==> src/rtl/osr_uart_pkg.sv <==
package osr_uart_pkg;
  localparam int OS16_TICKS  = 16;
  localparam int OS13_TICKS  = 13;
  localparam int OS16_SAMPLE = 8;
  localparam int OS13_SAMPLE = 6;
  localparam int PHASE_W     = $clog2(OS16_TICKS);

  typedef enum logic [1:0] {
    RX_IDLE  = 2'd0,
    RX_START = 2'd1,
    RX_DATA  = 2'd2,
    RX_STOP  = 2'd3
  } rxState_t;

  typedef struct packed {
    logic baudRestart;
    logic shiftEn;
    logic pushEn;
  } rxStrobe_t;
endpackage

==> src/rtl/osr_baud_gen.sv <==
module osr_baud_gen #(
  parameter int DIV_W = 16
) (
  input  logic             clk,
  input  logic             rstN,
  input  logic [DIV_W-1:0] divisor,
  input  logic             restart,
  output logic             tick
);
  logic [DIV_W-1:0] cnt;
  logic [DIV_W-1:0] lastCnt;
  logic             wrap;

  // A divisor of zero is handled as one: a tick on every cycle.
  always_comb begin
    lastCnt = (divisor == '0) ? '0 : divisor - DIV_W'(1);
    wrap    = (cnt >= lastCnt);
    tick    = wrap && !restart;
  end

  always_ff @(posedge clk or negedge rstN) begin
    if (!rstN)               cnt <= '0;
    else if (restart || wrap) cnt <= '0;
    else                     cnt <= cnt + DIV_W'(1);
  end
endmodule

==> src/rtl/osr_rx_ctrl.sv <==
module osr_rx_ctrl
  import osr_uart_pkg::*;
#(
  parameter int DATA_W = 8,
  localparam int BIT_W = $clog2(DATA_W)
) (
  input  logic      clk,
  input  logic      rstN,
  input  logic      tick,
  input  logic      mode13,
  input  logic      rxBit,
  input  logic      fallEdge,
  output rxStrobe_t strb
);
  rxState_t           state;
  logic [PHASE_W-1:0] phase;
  logic [BIT_W-1:0]   bitCnt;
  logic [PHASE_W-1:0] lastPh;
  logic [PHASE_W-1:0] sampPh;
  logic               sampleNow;
  logic               bitEnd;

  // The phase counts ticks 0..N-1 in each bit. The sample is taken on the
  // K-th tick (phase K-1) after the start edge.
  always_comb begin
    lastPh    = mode13 ? PHASE_W'(OS13_TICKS - 1)  : PHASE_W'(OS16_TICKS - 1);
    sampPh    = mode13 ? PHASE_W'(OS13_SAMPLE - 1) : PHASE_W'(OS16_SAMPLE - 1);
    sampleNow = tick && (phase == sampPh);
    bitEnd    = tick && (phase == lastPh);
    strb.baudRestart = (state == RX_IDLE) && fallEdge;
    strb.shiftEn     = (state == RX_DATA) && sampleNow;
    strb.pushEn      = (state == RX_STOP) && sampleNow;
  end

  always_ff @(posedge clk or negedge rstN) begin
    if (!rstN) begin
      phase <= '0;
    end else if (state == RX_IDLE) begin
      phase <= '0;
    end else if (tick) begin
      phase <= (phase == lastPh) ? '0 : phase + PHASE_W'(1);
    end
  end

  always_ff @(posedge clk or negedge rstN) begin
    if (!rstN) begin
      state  <= RX_IDLE;
      bitCnt <= '0;
    end else begin
      unique case (state)
        RX_IDLE: begin
          if (fallEdge) state <= RX_START;
        end
        RX_START: begin
          if (sampleNow && rxBit) begin
            state <= RX_IDLE;
          end else if (bitEnd) begin
            state  <= RX_DATA;
            bitCnt <= '0;
          end
        end
        RX_DATA: begin
          if (bitEnd) begin
            if (bitCnt == BIT_W'(DATA_W - 1)) state <= RX_STOP;
            else bitCnt <= bitCnt + BIT_W'(1);
          end
        end
        RX_STOP: begin
          if (sampleNow) state <= RX_IDLE;
        end
        default: state <= RX_IDLE;
      endcase
    end
  end
endmodule

==> src/rtl/osr_rx_datapath.sv <==
module osr_rx_datapath
  import osr_uart_pkg::*;
#(
  parameter int DATA_W      = 8,
  parameter int FIFO_DEPTH  = 4,
  parameter int SYNC_STAGES = 2,
  localparam int AW    = $clog2(FIFO_DEPTH),
  localparam int CNT_W = AW + 1
) (
  input  logic              clk,
  input  logic              rstN,
  input  logic              rxPin,
  input  rxStrobe_t         strb,
  input  logic [CNT_W-1:0]  trigLevel,
  input  logic              popReq,
  input  logic              overrunClr,
  output logic              rxBit,
  output logic              fallEdge,
  output logic [DATA_W-1:0] rdData,
  output logic              rdFrameErr,
  output logic [CNT_W-1:0]  fifoCount,
  output logic              dataReq,
  output logic              overrunFlag
);
  logic [SYNC_STAGES-1:0] syncQ;
  logic                   rxPrev;
  logic [DATA_W-1:0]      shReg;
  logic [DATA_W:0]        mem [FIFO_DEPTH];
  logic [AW-1:0]          wrPtr;
  logic [AW-1:0]          rdPtr;
  logic                   full;
  logic                   doPush;
  logic                   doPop;
  logic [CNT_W-1:0]       effTrig;

  // Synchronizer chain, idle high out of reset.
  always_ff @(posedge clk or negedge rstN) begin
    if (!rstN) begin
      syncQ  <= '1;
      rxPrev <= 1'b1;
    end else begin
      syncQ  <= {syncQ[SYNC_STAGES-2:0], rxPin};
      rxPrev <= rxBit;
    end
  end

  always_comb begin
    rxBit    = syncQ[SYNC_STAGES-1];
    fallEdge = rxPrev && !rxBit;
  end

  // The line is sent least significant bit first, so bits shift in from the top.
  always_ff @(posedge clk or negedge rstN) begin
    if (!rstN)             shReg <= '0;
    else if (strb.shiftEn) shReg <= {rxBit, shReg[DATA_W-1:1]};
  end

  always_comb begin
    full    = (fifoCount == CNT_W'(FIFO_DEPTH));
    doPush  = strb.pushEn && !full;
    doPop   = popReq && (fifoCount != '0);
    effTrig = (trigLevel == '0) ? CNT_W'(1) : trigLevel;
    dataReq = (fifoCount >= effTrig);
    {rdFrameErr, rdData} = mem[rdPtr];
  end

  // Each entry holds the framing-error bit above the data byte.
  always_ff @(posedge clk) begin
    if (doPush) mem[wrPtr] <= {!rxBit, shReg};
  end

  always_ff @(posedge clk or negedge rstN) begin
    if (!rstN) begin
      wrPtr     <= '0;
      rdPtr     <= '0;
      fifoCount <= '0;
    end else begin
      if (doPush) wrPtr <= wrPtr + AW'(1);
      if (doPop)  rdPtr <= rdPtr + AW'(1);
      fifoCount <= fifoCount + CNT_W'(doPush) - CNT_W'(doPop);
    end
  end

  // A new overrun takes priority over a clear in the same cycle.
  always_ff @(posedge clk or negedge rstN) begin
    if (!rstN)                   overrunFlag <= 1'b0;
    else if (strb.pushEn && full) overrunFlag <= 1'b1;
    else if (overrunClr)         overrunFlag <= 1'b0;
  end
endmodule

==> src/rtl/osr_uart_rx.sv <==
module osr_uart_rx
  import osr_uart_pkg::*;
#(
  parameter int DIV_W      = 16,
  parameter int DATA_W     = 8,
  parameter int FIFO_DEPTH = 4,
  localparam int CNT_W = $clog2(FIFO_DEPTH) + 1
) (
  input  logic              clk,
  input  logic              rstN,
  input  logic [DIV_W-1:0]  divisor,
  input  logic              mode13,
  input  logic              rxPin,
  input  logic [CNT_W-1:0]  trigLevel,
  input  logic              popReq,
  input  logic              overrunClr,
  output logic [DATA_W-1:0] rdData,
  output logic              rdFrameErr,
  output logic [CNT_W-1:0]  fifoCount,
  output logic              dataReq,
  output logic              overrunFlag
);
  rxStrobe_t strb;
  logic      tick;
  logic      rxBit;
  logic      fallEdge;

  osr_baud_gen #(.DIV_W(DIV_W)) u_baud (
    .clk(clk), .rstN(rstN), .divisor(divisor),
    .restart(strb.baudRestart), .tick(tick)
  );

  osr_rx_ctrl #(.DATA_W(DATA_W)) u_ctrl (
    .clk(clk), .rstN(rstN), .tick(tick), .mode13(mode13),
    .rxBit(rxBit), .fallEdge(fallEdge), .strb(strb)
  );

  osr_rx_datapath #(.DATA_W(DATA_W), .FIFO_DEPTH(FIFO_DEPTH), .SYNC_STAGES(2)) u_dp (
    .clk(clk), .rstN(rstN), .rxPin(rxPin), .strb(strb),
    .trigLevel(trigLevel), .popReq(popReq), .overrunClr(overrunClr),
    .rxBit(rxBit), .fallEdge(fallEdge), .rdData(rdData),
    .rdFrameErr(rdFrameErr), .fifoCount(fifoCount), .dataReq(dataReq),
    .overrunFlag(overrunFlag)
  );
endmodule

==> config.mk <==
export PLATFORM = sky130hd
export DESIGN_NAME = osr_uart_rx
export DESIGN_NICKNAME = d
export VERILOG_FILES = /design/src/rtl/osr_uart_pkg.sv /design/src/rtl/osr_baud_gen.sv /design/src/rtl/osr_rx_ctrl.sv /design/src/rtl/osr_rx_datapath.sv /design/src/rtl/osr_uart_rx.sv
export SDC_FILE = /design/constraint.sdc
export NUM_CORES = 1
export LEC_CHECK = 0
export BUFFER_PORTS_ARGS = -buffer_cell sky130_fd_sc_hd__buf_2
export CELL_PAD_IN_SITES_DETAIL_PLACEMENT = 1
export CELL_PAD_IN_SITES_GLOBAL_PLACEMENT = 2
export CORE_MARGIN = 3
export CORE_UTILIZATION = 38
export CTS_BUF_LIST = sky130_fd_sc_hd__clkbuf_8
export DETAILED_ROUTE_END_ITERATION = 6
export PLACE_DENSITY_LB_ADDON = 0.1
export SLEW_MARGIN = 20
export SYNTH_ARGS = -nofsm -noshare
export SYNTH_HDL_FRONTEND = slang
export SYNTH_HIERARCHICAL = 1
export SYNTH_SLANG_ARGS = --single-unit
==> constraint.sdc <==
create_clock -name clk -period 4 [get_ports clk]
set_clock_uncertainty 0.15 [all_clocks]
set_input_delay 0.4 -clock clk [delete_from_list [all_inputs] [get_ports clk]]
set_output_delay 0.4 -clock clk [all_outputs]
set_load 0.1 [all_outputs]
==> results of run 1 <==
## metrics by stage
step	TNS (ns)	setup slack, ns	hold WS [ns]
final	-0.2761	-0.1603	0.06690
after global routing	-0.8831	-0.3652	0.09844
after CTS	-0.1551	-0.08229	0.04577
after floorplan	-3.679	-0.5986	-0.04559
after global placement	-9.965	-0.5552	0.2187
after detailed placement	-16.16	-0.7027	0.2070
## state kept, by name (all words and copies together) (netlist names), 3 cells and up, named ones only
name / cells
u_dp/mem: 36
u_baud/cnt: 16
u_dp/shReg: 8
u_ctrl/phase: 4
u_ctrl/bitCnt: 3
u_dp/fifoCount: 3
## final cells by class
class | count | share of cell area, %
Multi-Input combinational cell | 254 | 40.80
Sequential cell | 80 | 38.28
Tap cell | 140 | 3.067
Clock inverter | 7 | 1.775
Timing Repair Buffer | 98 | 12.49
Clock buffer | 9 | 2.169
Inverter | 21 | 1.424
## cells in the mapped netlist (4+ instances only)
library cell	n	share of area [%]
clkbuf_1	5	0.43
mux4_2	9	4.6
buf_2	5	0.57
edfxtp_1	36	25
dfrtp_1	41	23
inv_1	21	1.8
mux2_2	10	2.6
nor2_1	13	1.1
o21ai_0	8	0.91
and2_1	5	0.71
and3_1	6	0.86
a21o_1	4	0.68
nor3_1	19	2.2
nor4_1	7	1.0
ha_1	31	8.8
nand2_1	23	2.0
nand4_1	5	0.71
a21oi_1	5	0.57
xnor2_1	20	4.0
o31a_1	4	0.80
nand3_1	17	1.9
xor2_1	11	2.2
## timing repair
item / CTS / global route
setup endpoints to repair: 20 / 38
hold buffers: 1 / 1
buffers inserted: 4 / 5
cloned: 0 / 2
pin swaps: 12 / 23
gates resized for setup: 9 / 27
hold endpoints to repair: 1 / 41
## cells by family after synthesis
group / after synthesis
AND/OR/NAND/NOR: 122
flip-flops: 80
AO/OA/AOI/OAI: 47
buffers and inverters: 32
adder cells (fa/ha/maj): 32
XOR/XNOR: 31
multiplexers: 20
## layout by cell type (no fill, tap or decap), drive strengths merged, types with 5 or more instances in the layout
cell | synthesis | routed
and2 | 6 | 8
inv | 21 | 24
nand2 | 23 | 23
nor3 | 19 | 19
o21ai | 8 | 8
dfrtp | 41 | 41
buf | 6 | 96
nand3 | 17 | 17
xor2 | 11 | 11
edfxtp | 36 | 36
xnor2 | 20 | 20
a21oi | 5 | 5
nand4 | 6 | 6
mux2 | 10 | 10
o31a | 5 | 5
nor4 | 8 | 8
ha | 31 | 31
mux4 | 9 | 9
nor2 | 13 | 13
clkbuf | 5 | 9
and3 | 8 | 8
## power by group
group	total (µW)	switching (µW)	internal, µW
Combinational	821	512	308
Sequential	1080	159	923
Clock	686	326	359
Total	2590	997	1590
## per-layer routing
layer | up-vias | GRT usage (%) | share of wire, %
met4 | 0 | 4.808 | 0.98
met5 | - | 0 | 0
met1 | 1640 | 19.35 | 42
li1 | 1559 | - | -
met2 | 39 | 31.75 | 54
met3 | 9 | 3.130 | 2.9
## final timing paths
| path | start | endpoint | slack, ns | cells past startpoint |
|---|---|---|---|---|
| max in group asynchronous | rstN | u_baud/cnt[1]$_DFF_PN0_ | 2.84 | 2 |
| hold reg to reg | u_dp/syncQ[0]$_DFF_PN1_ | u_dp/syncQ[1]$_DFF_PN1_ | 0.22 | 0 |
| setup / recovery | divisor[2] | u_dp/fifoCount[2]$_DFF_PN0_ | -0.16 | 22 |
| setup reg to reg | u_baud/cnt[6]$_DFF_PN0_ | u_dp/fifoCount[2]$_DFF_PN0_ | 0.36 | 15 |
| hold / removal | overrunClr | u_dp/overrunFlag$_DFFE_PN0P_ | 0.07 | 2 |
| min in group asynchronous | rstN | u_ctrl/bitCnt[1]$_DFFE_PN0P_ | 0.43 | 2 |
==> impl_summary.md, run 1 <==
Yosys
By area, the combinational part of the netlist is dominated by simple AND/OR/NAND/NOR gates. Yosys mapped a number of flops with a built-in enable equal to 36. When the netlist entered floorplanning its net count stood at 421. Among all flip-flop cells after synthesis, the most frequent one is dfrtp_1.

The adder and majority gate portion of the synthesized area is under 10%. The synthesized netlist devotes 8.476% of its cell area to compound gates. The simple-gate portion of the synthesized area is 15.78%.

After synthesis, flip-flops and latches occupy 49.86% of the total area. After Yosys synthesis, XOR and XNOR cells account for between 6 and 7% of the synthesized area. After synthesis, the share of flip-flops with an asynchronous set or reset is 55.00%. The number of unique standard cell types used by synthesis is 62. The cell area after synthesis is 0.004384 mm².

The number of synthesized register bits is 80. The number of standard cells after synthesis is 364. After synthesis, the share of cell area in mux cells is 7.420%. The post-synthesis average cell area is 12.04 µm². The number of warning messages in the yosys log is 6.

Timing
Setup repair after global routing could not meet its margin everywhere. The worst-margin pin slew is 0.7875 ns. The final critical delay including setup and external delays is 4.160 ns. Setup violations remaining at the end of the flow were counted as 2. Static timing analysis puts the maximum clock frequency at ~0.24 GHz.

The final number of max-transition violations came to 0. The worst-case headroom to the max-slew limit is 47.37%. The hold violation count in the final report is 0. After layout, the worst setup slack is -0.1603 ns.

The post-route clock period utilization is 104.0%.

Clock tree
The clock passes through at most 2 buffers. The root cell of the clock tree is clkbuf_8. The H-tree depth is 3. The clock drives 80 sinks.

Clock-pin slew was measured on the worst setup and hold paths at ~0.10 ns. Clock tree synthesis inserted a total of 9 buffers. The CTS tree is built. The insertion delay to the later sink of the worst-skew pair is 0.36 ns.

Outcome
The flow ran to the end, but the final reports show violations. The final reports fail on setup timing.

Critical path
Data on the critical path is required at its endpoint by about 4.1 ns. Counting stages on the worst path, the most repeated cell is ha_4. Together, buffers and inverters on the worst path number 5. The longest individual stage delay on the worst path is about 0.37 ns. The worst setup path is captured at a flop.

The worst-path maximum fanout is 5. Data arrives at the worst endpoint at between 4 and 5 ns. The slowest library cell on the worst path is fa_2. The signal on the critical path passes through buf_8 -> nor4_4 -> buf_4 -> buf_6 -> nand4b_1 -> xnor2_1 -> nand2_1 -> ha_4 -> and4_4 -> o2111ai_4 -> o311ai_4 -> o21ba_4 -> nand2_4 -> nor4_4 -> and3_4 -> a21boi_4 -> inv_2 -> ha_4 -> inv_4 -> ha_4 -> fa_2 -> xnor2_2. The sort of element at the start of the critical path is an input pin.

The startpoint-to-endpoint class of the critical path is in -> reg. The family with the most delay on the worst path is simple AND/OR/NAND/NOR gates.

Layout
The final layout contains roughly 520 nets. The number of antenna diodes in the final layout is 0. The filler-free cell count of the finished design is ~600. Relative to the synthesized area, the layout overhead comes to 30.25%. The post-route cell area is 0.005710 mm².

The flip-flop and latch area is ~0.0022 mm². Cells fill 51.55% of the core in the end. The fraction of final layout cells with drive strength greater than 1 is 37.95%. After filler insertion, the fill cell instance count of the layout stands at around 1200. The multi-input logic area is 0.002330 mm².

Place
The weighted congestion at the end of routability-driven global placement is 0.8335. Once placement completed, the tool counted placed cells totaling 581. The placed instances occupy a cell area of 0.005194 mm².

The HPWL after detailed placement is 7425 µm. The total of buffers placed on input and output ports is 38.

Power
The highest ir drop seen on vdd is 0.5026 mV. In this run the static leakage power is 0.002552 µW. The total power after layout is approximately 2600 µW.

For this design the ratio of total power to cell area is 453.3 mW/mm².

Floorplanning
Once the floorplan was initialized, standard cells occupied 39.58% of the core. The die is 113.4 µm wide. The floorplan has 38 rows. The die extent in y is between 100 and 150 µm. In this run the standard cell core region covers 0.01108 mm². The number of ports placed on the die boundary is 39.

The area of the die is 0.01286 mm².

Route
The number of design rule violations left after detail routing is 0. The detailed router's first-iteration violation count is 89. The final route contains 3247 vias. Dividing the detail-routed via count by the number of cells gives 5.332.

The routed length per instance is 17.23 µm. The length of the first detailed-routing pass in iterations is 4. The final layout contains routed wiring with a total length of 10490 µm.

The antenna violation net count after detailed routing is 0.

Hold path
The min-delay analysis places its worst path in the category in -> reg.

Global routing
The total routing resource utilization after global routing is 16.83%. The initial antenna violation count is 0. The first global-routing pass estimated about 17000 µm of wire. The total grt overflow is 0. The number of global-route vias before repair is 3529. The largest net degree at the start of global routing is 45.

Job
The reported max-cap violation count is 0.
No activity file was read; power rests on OpenSTA's default activity.
==> inputs of run 2 (changes only) <==
--- a/config.mk
+++ b/config.mk
@@ -9,7 +9,7 @@
 export CELL_PAD_IN_SITES_DETAIL_PLACEMENT = 1
 export CELL_PAD_IN_SITES_GLOBAL_PLACEMENT = 2
 export CORE_MARGIN = 3
-export CORE_UTILIZATION = 38
+export CORE_UTILIZATION = 37
 export CTS_BUF_LIST = sky130_fd_sc_hd__clkbuf_8
 export DETAILED_ROUTE_END_ITERATION = 6
 export PLACE_DENSITY_LB_ADDON = 0.1
==> impl_summary.md, run 2 (synthesis results as in run 1) <==
Clock tree
The H-tree depth is 3 (unchanged). The clock transition at the registers of the reported paths is 0.09 ns (was 0.10 ns). The maximum buffer depth of the clock tree is 2 (unchanged). The root cell of the clock tree is clkbuf_8 (unchanged).

The number of buffers created by CTS was 9 (unchanged). The CTS tree is built (unchanged). The insertion delay to the later sink of the worst-skew pair is 0.37 ns (was 0.36 ns). The clock sink count is 80 (unchanged).

Critical path
The slowest library cell on the worst path is or3_4 (was fa_2). The critical path depth is 20 (was 22). The longest individual stage delay on the worst path is 0.38 ns (was 0.37 ns). The terminus of the critical flop-to-flop path is u_dp/fifoCount[2]$_DFF_PN0_ (unchanged). The worst setup slack for register-to-register paths is 0.49 ns (was 0.36 ns). List of cells traversed by the critical path: buf_6 -> or3_4 -> or3_4 -> nor3_2 -> o21ai_2 -> ha_1 -> and4_4 -> nand3_4 -> o311ai_4 -> o21ba_4 -> nand2_4 -> nor4_4 -> and3_1 -> a21boi_4 -> inv_2 -> ha_4 -> inv_2 -> ha_4 -> fa_2 -> xnor2_1 (was buf_8 -> nor4_4 -> buf_4 -> buf_6 -> nand4b_1 -> xnor2_1 -> nand2_1 -> ha_4 -> and4_4 -> o2111ai_4 -> o311ai_4 -> o21ba_4 -> nand2_4 -> nor4_4 -> and3_4 -> a21boi_4 -> inv_2 -> ha_4 -> inv_4 -> ha_4 -> fa_2 -> xnor2_2).

The worst-path maximum fanout is 2 (was 5). The reg-to-reg startpoint is u_baud/cnt[8]$_DFF_PN0_ (was u_baud/cnt[6]$_DFF_PN0_). The family with the most delay on the worst path is simple AND/OR/NAND/NOR gates (unchanged). The critical path endpoint category is a flop (unchanged). The arrival time of the worst setup path is 4.10 ns (was 4.27 ns).

The critical path buffer and inverter count is 3 (was 5). The capturing element of the worst setup path is u_dp/fifoCount[2]$_DFF_PN0_ (unchanged). The sort of element at the start of the critical path was an input pin (unchanged).

The worst reg-to-reg path cell count was 15 (unchanged). The worst setup path startpoint is divisor[10] (was divisor[2]). The startpoint-to-endpoint class of the critical path is in -> reg (unchanged). The required time of the worst setup path is 4.09 ns (was 4.11 ns).

Outcome
Violated checks: setup timing (unchanged). Outcome: finished, violations left (unchanged).

Layout
The multi-input logic area is 0.002276 mm² (was 0.002330 mm²). The area added between synthesis and finish is 28.48% (was 30.25%). Most frequent cells in the layout: buf_4 (51), dfrtp_1 (41), buf_2 (36), edfxtp_1 (36), ha_1 (28) (was buf_4 (54), dfrtp_1 (41), edfxtp_1 (36), buf_2 (33), ha_1 (27)). The number of nets at the end of the flow came to 518 (was 521). The most frequent standard cell in the layout excluding fill and tap cells is buf_4 (unchanged). Registers with the most flip-flops: u_dp/mem: 36 flops, u_baud/cnt: 16 flops, u_dp/shReg: 8 flops (unchanged). The filler-free cell count of the finished design came to 609 (unchanged). The final antenna diode count was 0 (unchanged).

The fraction of final layout cells with drive strength greater than 1 is 37.77% (was 37.95%). The flip-flop and latch area was 0.002186 mm² (unchanged). The register with the most flip-flops is u_dp/mem (unchanged). The fill cell instance count of the final layout is 1247 (was 1170). The number of flip-flops in the largest register is 36 (unchanged).

Global routing
The largest net degree at the start of global routing is 45 (unchanged). The total grt overflow was 0 (unchanged). The layer with the highest usage is met2 (unchanged). The met1 layer usage reported by global route is 18.98% (was 19.35%).

The number of global-route vias before repair is 3388 (was 3529). The global-route wire length before repair is 16640 µm (was 17060 µm). The fraction of met3 tracks used by global routing is 3.053% (was 3.130%). The initial antenna violation count was 0 (unchanged). The total routing resource utilization after global routing was 16.12% (was 16.83%).

The met2 track utilization from global routing is 29.09% (was 31.75%).

Floorplanning
The number of ports placed on the die boundary was 39 (unchanged). The starting utilization of the core area is 38.07% (was 39.58%). The die extent in y was 114.9 µm (was 113.4 µm). The number of placement rows is 39 (was 38).

The horizontal die dimension was 114.9 µm (was 113.4 µm). The core region area is 0.01152 mm² (was 0.01108 mm²). The area of the die was 0.01319 mm² (was 0.01286 mm²).

Route
The routed length per instance is 16.50 µm (was 17.23 µm). The number of design rule violations left after detail routing came to 0 (unchanged). The overall routed net length came to 10050 µm (was 10490 µm). The detailed router's first-iteration violation count is 120 (was 89). The via count came to 3194 (was 3247). The antenna violation net count after detailed routing is 0 (unchanged). The average vias per placed instance is 5.245 (was 5.332). The length of the first detailed-routing pass in iterations is 4 (unchanged).

Timing
The worst-case headroom to the max-slew limit is 56.76% (was 47.37%). The final number of max-transition violations was 0 (unchanged). The worst-margin pin slew was 0.6486 ns (was 0.7875 ns). Setup repair after global routing missed its margin: yes (unchanged).

The hold violation count in the final report is 0 (unchanged). The final number of setup-violating endpoints is 1 (was 2). The smallest hold slack is 0.07918 ns (was 0.06690 ns). The setup TNS is -0.003077 ns (was -0.2761 ns). The final setup slack of the worst path is -0.003077 ns (was -0.1603 ns).

The final critical delay including setup and external delays is 4.003 ns (was 4.160 ns). The highest achievable clock rate is 0.2498 GHz (was 0.2404 GHz). The post-route clock period utilization came to 100.1% (was 104.0%).

Place
The count of placed standard cells including taps is 585 (was 581). The HPWL after detailed placement is 7467 µm (was 7425 µm). The weighted congestion at the end of routability-driven global placement is 0.7403 (was 0.8335). The total of buffers placed on input and output ports was 38 (unchanged).

Power
The power per standard cell area came to 443.1 mW/mm² (was 453.3 mW/mm²). The static leakage power was 0.002504 µW (was 0.002552 µW). The highest ir drop seen on vdd is 0.1932 mV (was 0.5026 mV).

Hold path
The type of the worst min-delay path is in -> reg (unchanged). The startpoint of the worst hold path is overrunClr (unchanged).

Job
The reported max-cap violation count is 0 (unchanged).
-- run 2: cell count changes in the layout (fill, tap and decap cells not counted), sizes merged --
| cell | change |
|---|---|
| buf | -1 |
| bufinv | -1 |
| and2 | -2 |
| clkinvlp | +1 |
-- run 2: worst min-delay path by stage --
stage          cells past startpoint                      endpoint
2_1_floorplan                      0       u_baud/cnt[0]$_DFF_PN0_
3_3_place_gp                       0       u_dp/syncQ[1]$_DFF_PN1_
3_5_place_dp                       0       u_dp/syncQ[1]$_DFF_PN1_
4_1_cts                            2  u_dp/overrunFlag$_DFFE_PN0P_
5_1_grt                            2  u_dp/overrunFlag$_DFFE_PN0P_
6_report                           2  u_dp/overrunFlag$_DFFE_PN0P_
-- run 2: timing repair --
item,4_1_cts,5_1_grt
endpoints found under the hold margin,42,0
setup endpoints to repair,2,38
hold buffers,2,0
setup buffers,4,1
pin swaps,13,1
gates cloned,1,0
resized for setup,10,16
-- run 2: power breakdown --
part	leakage, µW	internal [µW]	switching, µW
registers	0.000973	924	149
logic	0.00143	296	498
clock network	0.000104	301	329
total	0.00250	1520	976
-- run 2: area by class of cell --
cell class              count  share of cell area, %
well taps                 143                  3.176
multi-input cells         252                  40.40
inverters                  21                  1.399
flip-flops and latches     80                  38.81
repair buffers             97                  12.48
clock buffers               9                  2.199
clock inverters             7                  1.533
-- run 2: routing by layer --
| metal | share of wire, % | vias up |
|---|---|---|
| met2 | 53 | 48 |
| li1 | - | 1545 |
| met3 | 2.6 | 18 |
| met1 | 43 | 1583 |
| met4 | 1.9 | 0 |
| met5 | 0 | - |
-- run 2: through the flow --
stage          utilization (%)  worst slack (ns)  area, µm²  power [µW]
6_report                 48.91         -0.003077       5633        2496
5_1_grt                  48.91           -0.2506       5633        2648
4_1_cts                  47.97          -0.02417       5524        2507
3_5_place_dp             45.22           -0.6691       5207        1866
3_3_place_gp             45.22           -0.5779       5207        1847
2_1_floorplan                -           -0.5986       4487        1654
